$ cat src/rtl/irq_ident_pkg.sv
package irq_ident_pkg;
    localparam int SRC_N  = 7;
    localparam int CODE_W = 6;

    localparam int SRC_LINE  = 0;
    localparam int SRC_TOUT  = 1;
    localparam int SRC_RXD   = 2;
    localparam int SRC_TXE   = 3;
    localparam int SRC_MODEM = 4;
    localparam int SRC_XOFF  = 5;
    localparam int SRC_FLOW  = 6;

    localparam logic [CODE_W-1:0] C_NONE  = 6'b000001;
    localparam logic [CODE_W-1:0] C_LINE  = 6'b000110;
    localparam logic [CODE_W-1:0] C_TOUT  = 6'b001100;
    localparam logic [CODE_W-1:0] C_RXD   = 6'b000100;
    localparam logic [CODE_W-1:0] C_TXE   = 6'b000010;
    localparam logic [CODE_W-1:0] C_MODEM = 6'b000000;
    localparam logic [CODE_W-1:0] C_XOFF  = 6'b010000;
    localparam logic [CODE_W-1:0] C_FLOW  = 6'b100000;

    // State value k (k>0) stands for source index k-1
    typedef enum logic [2:0] {
        ST_NONE  = 3'd0,
        ST_LINE  = 3'd1,
        ST_TOUT  = 3'd2,
        ST_RXD   = 3'd3,
        ST_TXE   = 3'd4,
        ST_MODEM = 3'd5,
        ST_XOFF  = 3'd6,
        ST_FLOW  = 3'd7
    } rep_state_t;
endpackage

$ cat src/rtl/irq_flag_latch.sv
module irq_flag_latch #(
    parameter int W = 7
) (
    input  logic         clk,
    input  logic         rst_n,
    input  logic [W-1:0] set_i,
    input  logic [W-1:0] clr_i,
    output logic [W-1:0] pend_nxt_o
);
    logic [W-1:0] pend_q;

    for (genvar i = 0; i < W; i++) begin : g_flag
        // a set in the same cycle as a clear wins
        assign pend_nxt_o[i] = set_i[i] | (pend_q[i] & ~clr_i[i]);

        always_ff @(posedge clk) begin
            if (!rst_n) pend_q[i] <= 1'b0;
            else        pend_q[i] <= pend_nxt_o[i];
        end
    end
endmodule

$ cat src/rtl/irq_prio_pick.sv
module irq_prio_pick
    import irq_ident_pkg::*;
(
    input  logic [SRC_N-1:0] req_i,
    output rep_state_t       pick_o
);
    always_comb begin
        pick_o = ST_NONE;
        // scan from lowest priority up so the highest one is written last
        for (int i = SRC_N - 1; i >= 0; i--) begin
            if (req_i[i]) pick_o = rep_state_t'(3'(i + 1));
        end
    end
endmodule

$ cat src/rtl/irq_ident_ctrl.sv
module irq_ident_ctrl
    import irq_ident_pkg::*;
(
    input  logic              clk,
    input  logic              rst_n,
    input  logic              set_line,
    input  logic              set_thr,
    input  logic              set_modem,
    input  logic              set_xoff,
    input  logic              set_flow,
    input  logic              lvl_tout,
    input  logic              lvl_rxd,
    input  logic [SRC_N-1:0]  src_en,
    input  logic              ident_rd,
    input  logic              lsr_rd,
    input  logic              msr_rd,
    output logic [CODE_W-1:0] ident_code,
    output logic              irq
);
    rep_state_t       state_q;
    rep_state_t       state_nxt;
    logic [SRC_N-1:0] ev_set;
    logic [SRC_N-1:0] ev_clr;
    logic [SRC_N-1:0] held_nxt;
    logic [SRC_N-1:0] lvl_vec;
    logic [SRC_N-1:0] req;

    always_comb begin
        ev_set            = '0;
        ev_set[SRC_LINE]  = set_line;
        ev_set[SRC_TXE]   = set_thr;
        ev_set[SRC_MODEM] = set_modem;
        ev_set[SRC_XOFF]  = set_xoff;
        ev_set[SRC_FLOW]  = set_flow;

        ev_clr            = '0;
        ev_clr[SRC_LINE]  = lsr_rd;
        ev_clr[SRC_MODEM] = msr_rd;
        ev_clr[SRC_TXE]   = ident_rd && (state_q == ST_TXE);
        ev_clr[SRC_XOFF]  = ident_rd && (state_q == ST_XOFF);
        ev_clr[SRC_FLOW]  = ident_rd && (state_q == ST_FLOW);

        lvl_vec           = '0;
        lvl_vec[SRC_TOUT] = lvl_tout;
        lvl_vec[SRC_RXD]  = lvl_rxd;
    end

    irq_flag_latch #(.W(SRC_N)) u_flags (
        .clk        (clk),
        .rst_n      (rst_n),
        .set_i      (ev_set),
        .clr_i      (ev_clr),
        .pend_nxt_o (held_nxt)
    );

    assign req = (held_nxt | lvl_vec) & src_en;

    irq_prio_pick u_pick (
        .req_i  (req),
        .pick_o (state_nxt)
    );

    // state register: every state moves to the current winner
    always_ff @(posedge clk) begin
        if (!rst_n) state_q <= ST_NONE;
        else        state_q <= state_nxt;
    end

    // outputs from state
    always_comb begin
        irq = 1'b1;
        unique case (state_q)
            ST_NONE:  begin ident_code = C_NONE; irq = 1'b0; end
            ST_LINE:  ident_code = C_LINE;
            ST_TOUT:  ident_code = C_TOUT;
            ST_RXD:   ident_code = C_RXD;
            ST_TXE:   ident_code = C_TXE;
            ST_MODEM: ident_code = C_MODEM;
            ST_XOFF:  ident_code = C_XOFF;
            ST_FLOW:  ident_code = C_FLOW;
            default:  begin ident_code = C_NONE; irq = 1'b0; end
        endcase
    end
endmodule

$ cat config.mk
export PLATFORM = sky130hd
export DESIGN_NAME = irq_ident_ctrl
export DESIGN_NICKNAME = d
export VERILOG_FILES = /design/src/rtl/irq_ident_pkg.sv /design/src/rtl/irq_flag_latch.sv /design/src/rtl/irq_prio_pick.sv /design/src/rtl/irq_ident_ctrl.sv
export SDC_FILE = /design/constraint.sdc
export NUM_CORES = 1
export LEC_CHECK = 0
export BUFFER_PORTS_ARGS = -buffer_cell sky130_fd_sc_hd__buf_2
export CAP_MARGIN = 10
export CORE_AREA = 2 2 39 41
export CTS_CLUSTER_DIAMETER = 120
export DETAILED_ROUTE_END_ITERATION = 12
export DIE_AREA = 0 0 41 43
export GPL_TIMING_DRIVEN = 0
export HOLD_SLACK_MARGIN = 0.06
export PLACE_DENSITY = 0.84
export SETUP_SLACK_MARGIN = 0.4
export SLEW_MARGIN = 20
export SYNTH_ARGS = -nofsm -noshare
export SYNTH_HDL_FRONTEND = slang
export SYNTH_HIERARCHICAL = 1
export SYNTH_SLANG_ARGS = --single-unit
$ cat constraint.sdc
create_clock -name clk -period 2.9 [get_ports clk]
set_input_delay 0.58 -clock clk [delete_from_list [all_inputs] [get_ports clk]]
set_output_delay 0.58 -clock clk [all_outputs]
set_load 0.02 [all_outputs]
==> summary.md <==
| Metric | Value |
|---|---|
| H-Tree Level Count | `1` |
| R2r startpoint | `state_q[2]` |
| Unique masters post-synth | `18` |
| Final setup vio count | `0` |
| IO Pins | `26` |
| Synth Warn # | `6` |
| Worst setup path start | `state_q[2]` |
| Clock Latency Late Sink | `0.26 ns` |
| Inserted Clock Buffers | `3` |
| Crit path DAT | `2.08 ns` |
| GRT Residual Overflow | `0` |
| LEAKAGE | `0.386 nW` |
| CTS root buf | `clkbuf_4` |
| Worst-case clock skew | `0.00212 ns` |
| Fin nets | `120` |
| Largest net degree at the start of global routing | `11` |
| Clock transition at path regs | `0.07 ns` |
| Status | `completed` |
| VDD IR-drop max | `0.222 mV` |
| Power per cell area | `457 mW/mm²` |
| Max Slew Vio Count | `0` |
| Post-CTS sizing | `0` |
| Post-route ant nets | `0` |
| Asr flop ratio synth | `0%` |
| Crit path kind | `flip-flop to flip-flop` |
| Startpoint Class | `flip-flop` |
| DRT iter0 DRCs | `7` |
| Routed vias | `531` |
| Post-Syn Instances | `66` |
| DR WL/cell | `9.34 µm` |
| # fillers | `134` |
| Dpl cells | `112` |
| DRT Wirelength | `1.08 mm` |
| CTS Hold Bufs | `0` |
| Crit path max fanout | `7` |
| DP HPWL | `837 µm` |
| Max_cap viols | `0` |
| Worst Setup End Kind | `flip-flop` |
| GPL Wtd Cong | `0.769` |
| Worst hold start | `set_flow` |
| Sequential share of the synthesized area | `33.3%` |
| Remaining DRCs | `0` |
| Syn-to-layout area delta | `33.3%` |
| Antenna violations before repair | `0` |
| Share of post-route cells with drive strength above 1 | `41.0%` |
| Clock buffer depth | `2` |
| CP required | `3.06 ns` |
| Antenna Cells | `0` |
| Final Cycle Share | `66.1%` |
| Fin crit period | `1.92 ns` |
| GRT Overall Usage | `14.1%` |
| Die Height | `43 µm` |
| DR vias/cell | `4.58` |
| PortBufs | `25` |
| Initial core utilization | `43.5%` |
| CTS tree | `built` |
| First-pass GRT wire length | `1.70 mm` |
| Die extent in x | `41 µm` |
| Syn avg cell area | `9.12 µm²` |
| Primary FF master, synth | `dfxtp_1` |
| Post-synthesis cell area | `602 µm²` |
| Final setup TNS | `0 ns` |
| Die area | `0.00176 mm²` |
| Hold Path Class | `primary input to flip-flop` |
| Core Area | `0.00138 mm²` |
| Post-synth EDFFs | `0` |
| Row cnt | `14` |
| Non-Filler Instances | `116` |
| Router iterations before antenna repair | `4` |
| Max Fclk | `521 MHz` |
| Post-CTS Setup Repair Bufs | `0` |
| RSZ-0062 raised after global routing | `false` |
| Clk sinks | `10` |
| Number of global-route vias before repair | `488` |
| Hold Vio Cnt, Final | `0` |
| #FFs+latches synth | `10` |
## where the power goes
| part | internal [mW] | total (mW) | switching [mW] |
|---|---|---|---|
| Sequential | 0.147 | 0.154 | 0.00688 |
| Combinational | 0.0460 | 0.0888 | 0.0428 |
| Clock | 0.0761 | 0.124 | 0.0476 |
## critical path: stages, from the launching register on
cell and delay, ns:
dfxtp_1 0.43, nand2_1 0.10, nor3b_1 0.41, nor2b_4 0.08, or2_1 0.21, and2_1 0.18, nor2_1 0.15, a2111oi_2 0.09
and2_1 0.16
## cell usage in the layout, fill, tap and decap left out, drive strengths merged
cell type	instances
buf	25
dfxtp	10
and2	9
o21a	9
nor2	7
nor2b	7
or2	7
conb	6
clkbuf	4
a21oi	3
inv	3
and3	2
nor3b	2
xnor2	1
or3	1
nand2	1
o21ai	1
o31ai	1
a2111oi	1
## state kept, by name, summed over array words and instances (netlist names)
| name | flops |
|---|---|
| u_flags/pend_q | 7 |
| state_q | 3 |
## cell usage after synthesis (2+ instances only)
library cell | instances | share of area [%]
a21oi_1 | 3 | 2.5
and2_1 | 9 | 9.4
and3_2 | 2 | 2.5
dfxtp_1 | 10 | 33
inv_1 | 2 | 1.2
nor2_1 | 7 | 4.4
nor2b_4 | 7 | 16
nor3b_1 | 2 | 2.5
o21a_1 | 9 | 11
or2_1 | 7 | 7.3
## area by class of cell
type / count / area [µm²] / area share (%)
sequential: 10 / 200 / 25.0
multi-input combinational: 58 / 409 / 51.0
inverter: 3 / 11.3 / 1.40
timing repair buffer: 25 / 125 / 15.6
clock buffer: 4 / 36.3 / 4.52
tap: 16 / 20.0 / 2.50
## routing by layer
layer / routed length, µm / vias up / GRT usage [%]
li1: - / 281 / -
met1: 446 / 230 / 13.4
met2: 560 / 18 / 25.9
met3: 72 / 2 / 3.14
met4: 5 / 0 / 6.67
met5: 0 / - / 0
## final timing paths
check                                    endpoint  slack (ns)  depth (start not counted)
worst max-delay path                   state_q[2]        0.98                          8
worst min-delay path            u_flags/pend_q[6]        0.54                          2
worst max register to register         state_q[2]        0.98                          8
worst min register to register  u_flags/pend_q[1]        0.56                          2
## kinds of logic after synthesis
group | Yosys count | synth area share, %
and+or+nand+nor | 36 | 44.5
AOI/OAI and AO/OA | 15 | 18.3
DFF | 10 | 33.3
buffers and inverters | 3 | 1.87
xor gates and xnor gates | 1 | 1.46
other | 1 | 0.623
## per-stage QoR
stage | util [%] | setup slack (ns) | power (mW) | instance area (µm²) | hold WS (ns)
5_1_grt | 58.0 | 0.888 | 0.391 | 802 | 0.525
3_3_place_gp | 55.3 | 0.936 | 0.243 | 766 | 0.535
2_1_floorplan | - | 1.14 | 0.217 | 621 | 0.531
6_report | 58.0 | 0.982 | 0.367 | 802 | 0.535
4_1_cts | 58.0 | 0.964 | 0.371 | 802 | 0.530
3_5_place_dp | 55.3 | 0.936 | 0.246 | 766 | 0.548
(Power assumes the default switching activity.)
